## src/rtl/fir_mac_pkg.sv

```systemverilog
package fir_mac_pkg;

    typedef enum logic [1:0] {
        ST_IDLE = 2'd0,
        ST_MAC  = 2'd1,
        ST_EMIT = 2'd2
    } seq_state_t;

    // Coefficient k of a table with cw-bit signed entries.
    function automatic int tap_coef(int k, int cw);
        int span;
        span = 1 << cw;
        return ((k * 37 + 11) % span) - (span >> 1);
    endfunction

endpackage

```

## src/rtl/fir_tap_line.sv

```systemverilog
module fir_tap_line #(
    parameter int N_TAPS = 16,
    parameter int SMP_W  = 8,
    parameter int IDX_W  = 4
) (
    input  logic                    clk,
    input  logic                    rst_n,
    input  logic                    shift_en,
    input  logic signed [SMP_W-1:0] smp_in,
    input  logic [IDX_W-1:0]        rd_idx,
    output logic signed [SMP_W-1:0] rd_smp
);

    logic signed [SMP_W-1:0] stage [N_TAPS];

    for (genvar g = 0; g < N_TAPS; g++) begin : g_stage
        if (g == 0) begin : g_head
            always_ff @(posedge clk) begin
                if (!rst_n)        stage[g] <= '0;
                else if (shift_en) stage[g] <= smp_in;
            end
        end else begin : g_body
            always_ff @(posedge clk) begin
                if (!rst_n)        stage[g] <= '0;
                else if (shift_en) stage[g] <= stage[g-1];
            end
        end
    end

    assign rd_smp = stage[rd_idx];

endmodule

```

## src/rtl/fir_mac_unit.sv

```systemverilog
module fir_mac_unit #(
    parameter int SMP_W  = 8,
    parameter int COEF_W = 8,
    parameter int ACC_W  = 21
) (
    input  logic                     clk,
    input  logic                     rst_n,
    input  logic                     clr,
    input  logic                     step,
    input  logic signed [SMP_W-1:0]  smp,
    input  logic signed [COEF_W-1:0] coef,
    output logic signed [ACC_W-1:0]  acc
);

    localparam int PROD_W = SMP_W + COEF_W;

    logic signed [PROD_W-1:0] prod;

    assign prod = smp * coef;

    always_ff @(posedge clk) begin
        if (!rst_n || clr) acc <= '0;
        else if (step)     acc <= acc + {{(ACC_W-PROD_W){prod[PROD_W-1]}}, prod};
    end

endmodule

```

## src/rtl/fir_round_sat.sv

```systemverilog
module fir_round_sat #(
    parameter int ACC_W = 21,
    parameter int OUT_W = 16,
    parameter int SHIFT = 2
) (
    input  logic signed [ACC_W-1:0] acc,
    output logic signed [OUT_W-1:0] y
);

    localparam int EXT_W = ACC_W + 1;
    localparam logic signed [EXT_W-1:0] HALF = EXT_W'((1 << SHIFT) >> 1);
    localparam logic signed [EXT_W-1:0] HI   = EXT_W'((1 << (OUT_W-1)) - 1);
    localparam logic signed [EXT_W-1:0] LO   = EXT_W'(-(1 << (OUT_W-1)));

    logic signed [EXT_W-1:0] biased;
    logic signed [EXT_W-1:0] scaled;

    always_comb begin
        biased = {acc[ACC_W-1], acc} + HALF;
        scaled = biased >>> SHIFT;
        if (scaled > HI)      y = HI[OUT_W-1:0];
        else if (scaled < LO) y = LO[OUT_W-1:0];
        else                  y = scaled[OUT_W-1:0];
    end

endmodule

```

## src/rtl/fir_shared_mac.sv

```systemverilog
module fir_shared_mac #(
    parameter int N_TAPS = 16,
    parameter int SMP_W  = 8,
    parameter int COEF_W = 8,
    parameter int OUT_W  = 16,
    parameter int SHIFT  = 2
) (
    input  logic             clk,
    input  logic             rst_n,
    input  logic             smp_en,
    input  logic [SMP_W-1:0] smp_in,
    output logic [OUT_W-1:0] y_out,
    output logic             y_vld,
    output logic             ovr_flag
);
    import fir_mac_pkg::*;

    localparam int IDX_W = (N_TAPS > 1) ? $clog2(N_TAPS) : 1;
    localparam int ACC_W = SMP_W + COEF_W + IDX_W + 1;
    localparam logic [IDX_W-1:0] LAST_TAP = IDX_W'(N_TAPS - 1);

    seq_state_t state_q, state_d;
    logic [IDX_W-1:0] tap_q, tap_d;
    logic mac_clr, mac_step, emit;

    logic signed [COEF_W-1:0] coef_tab [N_TAPS];
    logic signed [SMP_W-1:0]  cur_smp;
    logic signed [ACC_W-1:0]  acc;
    logic signed [OUT_W-1:0]  rounded;

    for (genvar g = 0; g < N_TAPS; g++) begin : g_coef
        assign coef_tab[g] = COEF_W'(tap_coef(g, COEF_W));
    end

    fir_tap_line #(.N_TAPS(N_TAPS), .SMP_W(SMP_W), .IDX_W(IDX_W)) u_line (
        .clk(clk), .rst_n(rst_n), .shift_en(smp_en),
        .smp_in(smp_in), .rd_idx(tap_q), .rd_smp(cur_smp)
    );

    fir_mac_unit #(.SMP_W(SMP_W), .COEF_W(COEF_W), .ACC_W(ACC_W)) u_mac (
        .clk(clk), .rst_n(rst_n), .clr(mac_clr), .step(mac_step),
        .smp(cur_smp), .coef(coef_tab[tap_q]), .acc(acc)
    );

    fir_round_sat #(.ACC_W(ACC_W), .OUT_W(OUT_W), .SHIFT(SHIFT)) u_rnd (
        .acc(acc), .y(rounded)
    );

    // Next-state decode
    always_comb begin
        state_d  = state_q;
        tap_d    = tap_q;
        mac_clr  = 1'b0;
        mac_step = 1'b0;
        emit     = 1'b0;
        if (smp_en) begin
            state_d = ST_MAC;
            tap_d   = '0;
            mac_clr = 1'b1;
        end else begin
            unique case (state_q)
                ST_IDLE: ;
                ST_MAC: begin
                    mac_step = 1'b1;
                    if (tap_q == LAST_TAP) state_d = ST_EMIT;
                    else                   tap_d   = tap_q + IDX_W'(1);
                end
                ST_EMIT: begin
                    emit    = 1'b1;
                    state_d = ST_IDLE;
                end
                default: state_d = ST_IDLE;
            endcase
        end
    end

    // State register
    always_ff @(posedge clk) begin
        if (!rst_n) begin
            state_q <= ST_IDLE;
            tap_q   <= '0;
        end else begin
            state_q <= state_d;
            tap_q   <= tap_d;
        end
    end

    // Output register
    always_ff @(posedge clk) begin
        if (!rst_n) begin
            y_out    <= '0;
            y_vld    <= 1'b0;
            ovr_flag <= 1'b0;
        end else begin
            y_vld <= emit;
            if (emit) y_out <= rounded;
            if (smp_en && state_q != ST_IDLE) ovr_flag <= 1'b1;
        end
    end

endmodule

```

## config.mk

```make
export PLATFORM = sky130hd
export DESIGN_NAME = fir_shared_mac
export DESIGN_NICKNAME = d
export VERILOG_FILES = /design/src/rtl/fir_mac_pkg.sv /design/src/rtl/fir_tap_line.sv /design/src/rtl/fir_mac_unit.sv /design/src/rtl/fir_round_sat.sv /design/src/rtl/fir_shared_mac.sv
export SDC_FILE = /design/constraint.sdc
export NUM_CORES = 1
export LEC_CHECK = 0
export ABC_AREA = 1
export BUFFER_PORTS_ARGS = -buffer_cell sky130_fd_sc_hd__buf_4
export CORE_MARGIN = 1
export CORE_UTILIZATION = 45
export DETAILED_ROUTE_END_ITERATION = 7
export GPL_TIMING_DRIVEN = 0
export SETUP_SLACK_MARGIN = 0.05
export SLEW_MARGIN = 30
export SYNTH_ARGS = -nofsm -noshare
export SYNTH_HDL_FRONTEND = slang
export SYNTH_SLANG_ARGS = --single-unit
```

## constraint.sdc

```tcl
create_clock -name clk -period 8.8 [get_ports clk]
set_clock_uncertainty 0.1 [all_clocks]
set_input_delay 0.44 -clock clk [delete_from_list [all_inputs] [get_ports clk]]
set_output_delay 0.44 -clock clk [all_outputs]
set_load 0.03 [all_outputs]
```

==> summary.txt <==
Cells and area
  • Synthesis-to-finish area growth: 10.3%
  • Utilization after layout: 50.5%
  • Antenna cells: 0
  • Nets: about 1,700
  • Share of cells above drive strength 1: between 6 and 7%
  • Cell area after layout: roughly 14,000 um2

Pwr
  • Seq pwr share: a little under a fifth
  • Net Sw Power: between 2 and 3 mW
  • Clock network fraction of design power: about 14%
  • Gate power share: about two thirds
  • Leakage Power: just over 6 nW
  • Worst VDD drop: around 0.65 mV
  • PD cells: 386 nW/um2
  • Cell Int Power: 2.53 mW
  • Sw Share: around half

Worst setup path
  • Req. time, crit path: around 9 ns
  • Max stage delay cell, worst path: fa_1
  • Slowest stage delay, CP: 0.55 ns
  • Worst-path fanout max: 10
  • Setup crit end kind: register
  • Startpoint types: register
  • CP arrival: 8.22 ns
  • CP Class: reg2reg

Clocking
  • Post-CTS Hold Buffers: 0
  • Post_cts resized: 0
  • Clk pin slew, worst setup/hold paths: ~0.080 ns
  • Clock Latency Late Sink: between 0.4 and 0.5 ns
  • CTS tree: done
  • Clock buffer depth: 2
  • Sink Count: 177
  • Htree depth: 4
  • Post-CTS Setup Bufs: 0
  • Cts bufs inserted: 17
  • CTS Root Buffer Type: clkbuf_16

GRT
  • First-pass GRT wire length: 49,900 um
  • Initial antenna violation count: 0
  • Largest net degree at the start of global routing: 57
  • Global route total overflow: 0
  • Vias in the first global route: just under 10,000
  • Total GRT Usage: 22.6%

Floorplan
  • # rows: 60
  • Initial core utilization: between 40% and 50%
  • Core Region: ~27,000 um2
  • Die area: 27,900 um2
  • Die width: ~170 um
  • I/O Pins: 29
  • Chip height: 167 um

Placed design
  • PortBufs: 28
  • Dpl ws: 0.841 ns
  • Routability cong.: 0.892
  • DP HPWL: roughly 23,000 um
  • Dpl cell area: 13,000 um2

Flow run
  • Max-cap violations: 0

STA
  • Period utilisation layout: approximately 90%
  • Fin Hold WS: 0.197 ns
  • RSZ-0062 raised after global routing: no
  • Slew @ Worst Pin: 0.724 ns
  • Setup WS post-layout: approximately 0.82 ns
  • Final setup violation count: 0
  • Max-slew violations: 0
  • Tmin final: 7.98 ns
  • Max Freq: 125 MHz
  • Max_slew headroom: 51.7%
  • Setup_tns: 0 ns
  • Final hold violation count: 0

Synth
  • Post-synth ARST share: 0%
  • Ys Warns: 0
  • Sequential fraction of the synthesis area: about two fifths
  • Netlist cell types: 38
  • EDFF count, synth: 128
  • Top FF cell, synth: edfxtp_1
  • Syn_nets: about 1,700
  • Post-Synthesis Cells: between 1,500 and 2,000
  • Yosys reg bits: about 180
  • Netlist Area Pre-Place: 12,300 um2
  • Synthesized area per cell: 7.96 um2

Route
  • Post-Route WL: 30,000 um
  • Vias per cell: between 5 and 6
  • ANT nets after route: 0
  • Vias post-DR: 9,949
  • WL per Instance: approximately 15 um
  • 1st-pass router iterations: 5
  • DRC: 0
  • DRT iter0 DRCs: between 700 and 800

Status
  • Status: finished clean

Worst hold path
  • Worst Hold Class: in2reg
## cell usage after synthesis, types with 4 or more instances
master / n / share of area (%)
xor2_1: 23 / 1.6
a21oi_2: 10 / 0.71
nor2_2: 4 / 0.20
edfxtp_1: 128 / 31
xnor2_1: 9 / 0.64
nand2_1: 218 / 6.7
nand2_2: 7 / 0.36
nor2_1: 252 / 7.7
buf_2: 6 / 0.24
dfxtp_1: 49 / 8.0
fa_1: 56 / 9.1
nor3_1: 12 / 0.49
nor2_4: 4 / 0.37
nand4_1: 11 / 0.56
o221ai_1: 14 / 1.0
nand3b_1: 4 / 0.24
clkbuf_1: 37 / 1.1
inv_1: 317 / 9.7
ha_1: 59 / 6.0
o211ai_1: 9 / 0.55
o21bai_1: 4 / 0.24
nand3_1: 55 / 2.2
a21oi_1: 110 / 4.5
a21o_1: 4 / 0.24
o21ai_0: 115 / 4.7
## area by class of cell
class | count | area [um2]
inverter | 323 | 1220
sequential | 177 | 4820
clock buffer | 17 | 425
fill | 2625 | 13300
tap | 341 | 427
clock inverter | 15 | 143
buffer | 48 | 211
timing repair buffer | 30 | 265
multi-input combinational | 992 | 6010
## cells by family after synthesis
family	after synthesis	share of synthesized area [%]
AO/OA/AOI/OAI	275	12.4
XOR/XNOR	32	2.29
adder cells (fa/ha/maj)	115	15.2
buffers and inverters	371	11.6
flip-flops	177	39.4
AND/OR/NAND/NOR	570	19.1
## state kept, by name, indices dropped and copies added (netlist names), named ones only
register	cells
tap_q	4
ovr_flag	1
u_mac.acc	21
y_vld	1
state_q	2
u_line.stage	128
y_out	16
## path summary, 6_finish.rpt
path / endpoint / start / slack [ns] / cells past startpoint
setup / recovery: u_mac.acc[20] / register / 0.82 / 37
hold / removal: u_line.stage[0][7] / smp_in[7] / 0.20 / 3
setup reg to reg: u_mac.acc[20] / register / 0.82 / 37
hold reg to reg: ovr_flag / ovr_flag / 0.37 / 2
## per-layer routing
metal | vias up | part of all wire, % | global-route usage [%]
met4 | 0 | 1.3 | 6.08
met1 | 4710 | 47 | 30.3
met2 | 220 | 48 | 39.1
met3 | 28 | 3.5 | 2.02
li1 | 4991 | - | -
met5 | - | 0 | 0
## cell usage in the layout, fill, tap and decap left out, drive strengths merged, types with 14 or more instances in the layout
cell type  netlist  layout
o221ai          14      14
nand2          225     225
buf             11      41
fa              56      56
inv            320     328
dfxtp           49      49
nand3           57      57
nor2           260     260
o21ai          117     117
edfxtp         128     128
ha              59      59
clkbuf          37      54
a21oi          120     120
xor2            23      23
## metrics by stage
stage          total power [mW]  cells
2_1_floorplan              3.68   1540
3_3_place_gp               4.49   1909
3_5_place_dp               4.50   1911
4_1_cts                    5.25   1943
5_1_grt                    5.85   1943
6_report                   5.22   1943
## critical path: cells and delay by family, from the launching register on
kind	cells	cell delay, ns
adders and majority gates	6	2.83
buffers and inverters	8	1.53
DFF	1	0.31
and+or+nand+nor	15	1.71
xor gates and xnor gates	1	0.16
AOI/OAI and AO/OA	7	1.24
## power by group through the flow
stage	Combinational [mW]	Sequential, mW	Clock, mW
after detailed placement	3.48	1.02	0
after CTS	3.50	0.998	0.749
final	3.49	1.00	0.739
after floorplan	2.68	1.00	0
after global placement	3.46	1.02	0
after global routing	4.07	1.01	0.781
No activity file was read; power rests on OpenSTA's default activity.
